### src/rtl/sau_pkg.sv
`timescale 1ns/1ps
// Package: shared constants and the sequencer state type for the
// access splitter. Assumes a data path of two byte lanes.
package sau_pkg;
    localparam int BYTE_W = 8;
    localparam int LANES  = 2;
    localparam int DATA_W = BYTE_W * LANES;

    typedef enum logic [1:0] {
        ST_IDLE   = 2'd0,
        ST_FIRST  = 2'd1,
        ST_SECOND = 2'd2,
        ST_DONE   = 2'd3
    } sau_state_e;
endpackage

### src/rtl/sau_seq.sv
`timescale 1ns/1ps
// Module: sau_seq
// Access sequencer. It accepts a request only in idle, runs one or two
// memory cycles (two when the request is split) and spends one cycle
// in the done state. Assumes mem_rdy is seen only while a cycle is open.
module sau_seq
    import sau_pkg::*;
(
    input  logic       clk,
    input  logic       rst_n,
    input  logic       cpu_req,
    input  logic       mem_rdy,
    input  logic       split,
    output sau_state_e state,
    output logic       accept,
    output logic       done
);
    sau_state_e state_q, state_d;

    // Next-state selection for the access sequence.
    always_comb begin
        state_d = state_q;
        unique case (state_q)
            ST_IDLE:   if (cpu_req) state_d = ST_FIRST;
            ST_FIRST:  if (mem_rdy) state_d = split ? ST_SECOND : ST_DONE;
            ST_SECOND: if (mem_rdy) state_d = ST_DONE;
            ST_DONE:   state_d = ST_IDLE;
            default:   state_d = ST_IDLE;
        endcase
    end

    // State register with synchronous active-low reset.
    always_ff @(posedge clk) begin
        if (!rst_n) state_q <= ST_IDLE;
        else        state_q <= state_d;
    end

    assign state  = state_q;
    assign accept = (state_q == ST_IDLE) && cpu_req;
    assign done   = (state_q == ST_DONE);
endmodule

### src/rtl/sau_plan.sv
`timescale 1ns/1ps
// Module: sau_plan
// Combinational planner. From the latched request and the phase it
// forms the word address, the lane enables, the write-lane data and the
// result-byte load controls. Assumes phase two exists only for an
// odd-address word access.
module sau_plan
    import sau_pkg::*;
#(
    parameter int ADDR_W = 16,
    localparam int WA_W  = ADDR_W - 1,
    localparam int SEL_W = (LANES > 1) ? $clog2(LANES) : 1
) (
    input  sau_state_e          state,
    input  logic [ADDR_W-1:0]   addr_q,
    input  logic                word_q,
    input  logic                wr_q,
    input  logic [DATA_W-1:0]   wdata_q,
    input  logic                mem_rdy,
    output logic                split,
    output logic [WA_W-1:0]     mem_addr,
    output logic                mem_en_lo,
    output logic                mem_en_hi,
    output logic                mem_we,
    output logic [DATA_W-1:0]   mem_wdata,
    output logic [LANES-1:0]    load,
    output logic [LANES*SEL_W-1:0] src
);
    logic            odd, act, ph2;
    logic [WA_W-1:0] wa;
    logic [BYTE_W-1:0] bsel;

    // Request decode: split flag, phase and word address.
    always_comb begin
        odd   = addr_q[0];
        split = word_q && odd;
        ph2   = (state == ST_SECOND);
        act   = (state == ST_FIRST) || ph2;
        wa    = addr_q[ADDR_W-1:1];
    end

    // Bus-side outputs: address (wrapping), enables and write lanes.
    always_comb begin
        mem_addr  = ph2 ? wa + {{(WA_W-1){1'b0}}, 1'b1} : wa;
        mem_en_lo = act && (ph2 || !odd);
        mem_en_hi = act && !ph2 && (odd || word_q);
        mem_we    = act && wr_q;
        bsel      = ph2 ? wdata_q[2*BYTE_W-1:BYTE_W] : wdata_q[BYTE_W-1:0];
        mem_wdata = (word_q && !odd) ? wdata_q : {LANES{bsel}};
    end

    // Result-byte loading: which result byte takes which lane, and when.
    always_comb begin
        load    = '0;
        src     = '0;
        load[0] = mem_rdy && (state == ST_FIRST);
        src[0*SEL_W +: SEL_W] = odd ? SEL_W'(1) : SEL_W'(0);
        load[1] = mem_rdy && word_q &&
                  (((state == ST_FIRST) && !odd) || ph2);
        src[1*SEL_W +: SEL_W] = ph2 ? SEL_W'(0) : SEL_W'(1);
    end
endmodule

### src/rtl/sau_lanes.sv
`timescale 1ns/1ps
// Module: sau_lanes
// Result assembly. One byte register per result byte loads from the
// lane picked by the planner; all clear when a request is accepted, so
// a byte read leaves the upper bytes zero.
module sau_lanes
    import sau_pkg::*;
#(
    localparam int SEL_W = (LANES > 1) ? $clog2(LANES) : 1
) (
    input  logic                   clk,
    input  logic                   rst_n,
    input  logic                   clear,
    input  logic [LANES-1:0]       load,
    input  logic [LANES*SEL_W-1:0] src,
    input  logic [DATA_W-1:0]      rdata,
    output logic [DATA_W-1:0]      result
);
    for (genvar i = 0; i < LANES; i++) begin : g_byte
        logic [BYTE_W-1:0] b_q;
        logic [SEL_W-1:0]  s;
        assign s = src[i*SEL_W +: SEL_W];

        // Byte register i: clear on accept, load from selected lane.
        always_ff @(posedge clk) begin
            if (!rst_n || clear) b_q <= '0;
            else if (load[i])    b_q <= rdata[s*BYTE_W +: BYTE_W];
        end

        assign result[i*BYTE_W +: BYTE_W] = b_q;
    end
endmodule

### src/rtl/split_access_unit.sv
`timescale 1ns/1ps
// Module: split_access_unit (top)
// Turns byte/word requests at any byte address into one or two cycles
// on a two-bank 16-bit memory, swapping lanes for odd word accesses.
// Assumes a one-cycle ready per memory cycle and a core that waits for
// done before issuing the next request.
module split_access_unit
    import sau_pkg::*;
#(
    parameter int ADDR_W = 16,
    localparam int WA_W  = ADDR_W - 1,
    localparam int SEL_W = (LANES > 1) ? $clog2(LANES) : 1
) (
    input  logic              clk,
    input  logic              rst_n,
    input  logic              cpu_req,
    input  logic [ADDR_W-1:0] cpu_addr,
    input  logic              cpu_word,
    input  logic              cpu_wr,
    input  logic [DATA_W-1:0] cpu_wdata,
    output logic [DATA_W-1:0] cpu_rdata,
    output logic              cpu_done,
    output logic [WA_W-1:0]   mem_addr,
    output logic              mem_en_lo,
    output logic              mem_en_hi,
    output logic              mem_we,
    output logic [DATA_W-1:0] mem_wdata,
    input  logic [DATA_W-1:0] mem_rdata,
    input  logic              mem_rdy
);
    sau_state_e            state;
    logic                  accept, split, busy;
    logic [ADDR_W-1:0]     addr_q;
    logic                  word_q, wr_q;
    logic [DATA_W-1:0]     wdata_q;
    logic [LANES-1:0]      load;
    logic [LANES*SEL_W-1:0] src;

    // Request capture: hold the accepted request for the whole access.
    always_ff @(posedge clk) begin
        if (!rst_n) begin
            addr_q  <= '0;
            word_q  <= 1'b0;
            wr_q    <= 1'b0;
            wdata_q <= '0;
        end else if (accept) begin
            addr_q  <= cpu_addr;
            word_q  <= cpu_word;
            wr_q    <= cpu_wr;
            wdata_q <= cpu_wdata;
        end
    end

    assign busy = (state != ST_IDLE);

    sau_seq seq_i (
        .clk     (clk),
        .rst_n   (rst_n),
        .cpu_req (cpu_req),
        .mem_rdy (mem_rdy),
        .split   (split),
        .state   (state),
        .accept  (accept),
        .done    (cpu_done)
    );

    sau_plan #(.ADDR_W(ADDR_W)) plan_i (
        .state     (state),
        .addr_q    (addr_q),
        .word_q    (word_q),
        .wr_q      (wr_q),
        .wdata_q   (wdata_q),
        .mem_rdy   (mem_rdy),
        .split     (split),
        .mem_addr  (mem_addr),
        .mem_en_lo (mem_en_lo),
        .mem_en_hi (mem_en_hi),
        .mem_we    (mem_we),
        .mem_wdata (mem_wdata),
        .load      (load),
        .src       (src)
    );

    sau_lanes lanes_i (
        .clk    (clk),
        .rst_n  (rst_n),
        .clear  (accept),
        .load   (load),
        .src    (src),
        .rdata  (mem_rdata),
        .result (cpu_rdata)
    );
endmodule

### config.mk
export PLATFORM = sky130hd
export DESIGN_NAME = split_access_unit
export DESIGN_NICKNAME = d
export VERILOG_FILES = /design/src/rtl/sau_pkg.sv /design/src/rtl/sau_seq.sv /design/src/rtl/sau_plan.sv /design/src/rtl/sau_lanes.sv /design/src/rtl/split_access_unit.sv
export SDC_FILE = /design/constraint.sdc
export NUM_CORES = 1
export LEC_CHECK = 0
export BUFFER_PORTS_ARGS = -buffer_cell sky130_fd_sc_hd__clkbuf_2
export CAP_MARGIN = 25
export CORE_MARGIN = 5
export CORE_UTILIZATION = 50
export DETAILED_ROUTE_END_ITERATION = 10
export GPL_ROUTABILITY_DRIVEN = 1
export PLACE_DENSITY = 0.8
export SETUP_SLACK_MARGIN = 0.3
export SLEW_MARGIN = 20
export SYNTH_ARGS = -nofsm -noshare
export SYNTH_HDL_FRONTEND = slang
export SYNTH_HIERARCHICAL = 1
export SYNTH_SLANG_ARGS = --single-unit
### constraint.sdc
create_clock -name clk -period 3.9 [get_ports clk]
set_input_delay 0.39 -clock clk [delete_from_list [all_inputs] [get_ports clk]]
set_output_delay 0.39 -clock clk [all_outputs]
set_load 0.02 [all_outputs]
* After elaboration in Yosys (flattened, before gate mapping) *
Cells that the tools add are included.

cells by class
  add/subtract/negate cells = 1
  equality and inequality tests = 6
  shift operators = 2
  mux-type cells = 10
  reduce and logical (&&, ||, !) cells = 21

operators with widths
  kind                                                  count
  indexed part select 16 x 5 -> 8 bit                   2
  2-to-1 mux 16 bit                                     1
  adder 15 x 1 -> 15 bit (second input constant)        1
  2-to-1 mux 15 bit                                     1
  logical AND 1 bit                                     11
  2-to-1 mux 8 bit                                      1
  case mux 2 bit (4 select lines)                       1
  2-to-1 mux 2 bit                                      3
  inequality test 2 bit (second input constant)         3
  logical OR 1 bit                                      5
  equality test 2 bit (second input constant)           2
  zero test 1 bit                                       3
  2-to-1 mux 1 bit                                      3
  AND reduction 3 bit                                   1
  equality test 2 x 1 -> 1 bit (second input constant)  1
  zero test 2 bit                                       1

storage, ports and cells
  bits in registers = 52
  output and inout port bits = 51
  logic and storage cells = 47

* Longest topological paths before layout *
  word-level depth = 4
  depth in mapped cells = 9

* Hierarchy *
Netlist, hierarchy kept.

by module, submodules not included
  module             times used  cells each  area each (µm²)  seq. area each (µm²)
  split_access_unit  1           109         1,316.3          680.7
  sau_lanes          1           73          802.0            320.3
  sau_plan           1           73          615.6            0.0
  sau_seq            1           20          183.9            40.0

* Least setup slack after synthesis *
OpenSTA, ideal clock, no wires.

  path type = register to output
  from = register seq_i.state_q[1], in the netlist seq_i/state[1]
  to = output mem_addr[13]
  data arrival time = 1,504 ps
  required time = 3,510 ps
  path slack = 2,006 ps
  stages on the path, launching flop included = 7
  buffers on the path = 1
  cells stage by stage = dfxtp_1 > ha_1 > buf_4 > nand4_2 > nor2_4 > nand4_1 > xnor2_1

on the way
  word-level cells in the longest chain between the ends = 2

RTL lines
  item                    line                     source
  start, declared         sau_seq.sv:18            sau_state_e state_q, state_d;
  start signal, assigned  sau_seq.sv:35            else state_q <= state_d;
  equality test 2 bit     sau_plan.sv:37           ph2 = (state == ST_SECOND);
  2-to-1 mux 15 bit       sau_plan.sv:44           mem_addr = ph2 ? wa + {{(WA_W-1){1'b0}}, 1'b1} : wa;
  end, declared           split_access_unit.sv:23  output logic [WA_W-1:0] mem_addr,

No other way between the ends.

* Final worst setup path *
  from = register seq_i.state_q[1], in the netlist seq_i/state[1]
  to = output mem_addr[14]

Same word-level chain as after synthesis.

==> reports/metrics.cfg <==
[final_layout]
diodes = 0
nets = 434
drive_gt1_share_pct = 40.6
final_cells = 444
final_core_util_pct = 62.3
final_area_um2 = 3470
syn_to_final_growth_pct = 19.0

[setup_path]
slowest_delay_ns = 0.57
cp-start-kind = flop
worstRegToRegCells = 4
crit_path_end = mem_addr[14]
cp_num_buf_inv = 1
cpLargestDelayFamily = adder cells
crit_start = seq_i/state[1]
end_kind = primary output
worstPathCellList = ha_1 -> nand4_2 -> nor2_4 -> nand4_1 -> xnor2_1 -> clkbuf_2
worstSetupPathType = reg -> out
crit_cells = 6
reg2reg_from = seq_i/state[1]
critical_path.max_fanout = 10
crit_slowest_cell = ha_1
cp.required_ns = 3.51
rrSetupSlack_ns = 1.89
cp.arrival_ns = 2.24
r2r-end = lanes_i/g_byte[1].b_q[5]

[global_route]
grt_pass1_vias = 2387
grt_pass1_wl_um = 10800
overflow = 0
grt_antenna_before_repair = 0
grtUsageTotal_pct = 17.7
grt_start_max_net_pins = 39

[floorplanning]
ioPinCount = 105
rows = 27
start_util_pct = 52.3
dieArea_um2 = 7460
die_x_um = 86.4
die_h_um = 86.4
core_um2 = 5570

[sta]
max_slew_margin_pct = 45.6
min_period_ns = 2.63
worstMarginPinSlew_ns = 0.816
rsz0062_at_grt = false
skew_ns = 0.00640
finalCritPeriodShare_pct = 67.5
setup_tns_ns = 0
maxSlewViolCount = 0
hold_violations = 0
setup_violations = 0
fmax_mhz = 380

[synth]
synth_edf_count = 0
async_flop_share_pct = 0
synthTopCellsByArea = dfxtp_1, mux2i_1, nor2b_1
synth_fa_ha_area_share_pct = 3.86
ys_seq_area_share_pct = 35.7
synth_top_cell_area_share_pct = 35.7
synth-simple-area-share_pct = 16.2
synth_compound_gate_area_share_pct = 8.79
synth.most_common_cell = dfxtp_1
synth_top_cell_by_area = dfxtp_1
synthMuxAreaShare_pct = 24.1
synth_nets = 338
yosysUniqueCellTypes = 36
syn_avg_cell_area_um2 = 10.6
synth_xor_xnor_area_share_pct = 4.20
synthTopCellsByCount = dfxtp_1, mux2i_1, nor2b_1
netlist_instances = 275
yosysWarnings = 6
syn_area_um2 = 2920
synth_top_family_by_area = multiplexers
ys_ff_latch = 52
ys.flop_type = dfxtp_1

[cts]
path_clk_slew_ns = 0.09
cts_buffer_depth = 2
cts_tree = yes
clkSinkCount = 52
cts_max_level = 2
root_buffer = clkbuf_8
cts_setup_buffers = 0
cts_resized = 0
clock_latency_ns = 0.30
cts_buffers = 5
postCtsHoldBufs = 0

[detailed_routing]
vias = 2278
drc = 0
first_iter_violations = 124
via_per_inst = 5.13
wirelength_um = 6490
firstDrtPassIters = 4
wire_per_inst_um = 14.6
drtAntennaViolNets = 0

[power_and_ir_drop]
ir_worst_vdd_v = 0.000314
cellPowerDensity_nw_per_um2 = 593
p_total_mw = 2.06
leakagePower_nw = 1.58

[run_status]
status = finished, final reports clean

[place]
place_area_um2 = 3360
dp_hpwl_um = 4890
gp_congestion = 0.789
portBuffers = 104
dp.cells = 436

[worst_hold_path]
hold_path_class = in -> reg

[job]
maxCapViolCount = 0

[flip-flops by register name, indices dropped and copies added, names as in the netlist]
signal              count
word_q                  1
wdata_q                16
addr_q                 16
wr_q                    1
lanes_i/g_byte.b_q     16
seq_i/state             2
[through the flow]
stage	hold WS [ns]	worst slack, ns
CTS	0.334	1.27
finish	0.343	1.27
global route	0.338	1.08
global placement	0.476	1.68
detailed placement	0.486	1.64
floorplan	0.474	2.01
[cells by family (layout without fill, tap and decap cells)]
logic type,after synthesis,count (layout)
buf+inv,25,122
flops,52,52
fa+ha+maj,9,9
mux,68,68
xor+xnor,14,14
compound gates,25,25
simple gates,82,82
[power by group]
part	internal (mW)	total [mW]	switching [mW]
clock	0.191	0.360	0.169
sequential	0.628	0.740	0.113
combinational	0.414	0.958	0.544
total	1.23	2.06	0.826
[worst min path at each step]
stage,slack (ns),depth (start not counted),from,endpoint
final,0.34,3,cpu_wdata[10],wdata_q[10]
after global routing,0.34,3,cpu_addr[4],addr_q[4]
after CTS,0.33,3,cpu_addr[12],addr_q[12]
after detailed placement,0.49,2,lanes_i/g_byte[0].b_q[4],lanes_i/g_byte[0].b_q[4]
after global placement,0.48,2,lanes_i/g_byte[0].b_q[4],lanes_i/g_byte[0].b_q[4]
after floorplan,0.47,2,wr_q,wr_q
[metal layers]
layer	share of wire [%]	up-vias	global-route usage [%]
li1	-	1138	-
met1	42	1070	20.9
met2	49	66	31.0
met3	8.5	4	6.37
met4	0.39	0	3.40
met5	0	-	0
[cell type report]
cell class	instances	area (um2)
sequential	52	1040
tap	72	90.1
inverter	8	30.0
clock buffer	6	72.6
clock inverter	2	35.0
multi-input combinational	198	1670
fill	489	2100
timing repair buffer	106	536
[placed cells by master, fill, tap and decap left out, types with 2 or more instances in the layout]
cell / instances
clkbuf_2: 104
dfxtp_1: 52
mux2i_1: 51
nor2b_1: 35
nor2_1: 19
mux2_2: 17
a211oi_2: 10
xnor2_1: 9
ha_1: 9
a211oi_1: 6
inv_1: 6
nand4_1: 6
nand2_1: 6
clkbuf_8: 5
xor2_1: 5
nand3_1: 3
nand2b_1: 2
nor2_2: 2
buf_4: 2
inv_2: 2
nor3_1: 2
a21oi_1: 2
[worst register-to-register path: cells and delay by family (launching register included)]
family	cells	cell delay [ns]
compound gates	1	0.10
fa+ha+maj	1	0.57
mux	1	0.33
flops	1	0.48
buf+inv	1	0.38
No activity file was read; power rests on OpenSTA's default activity.
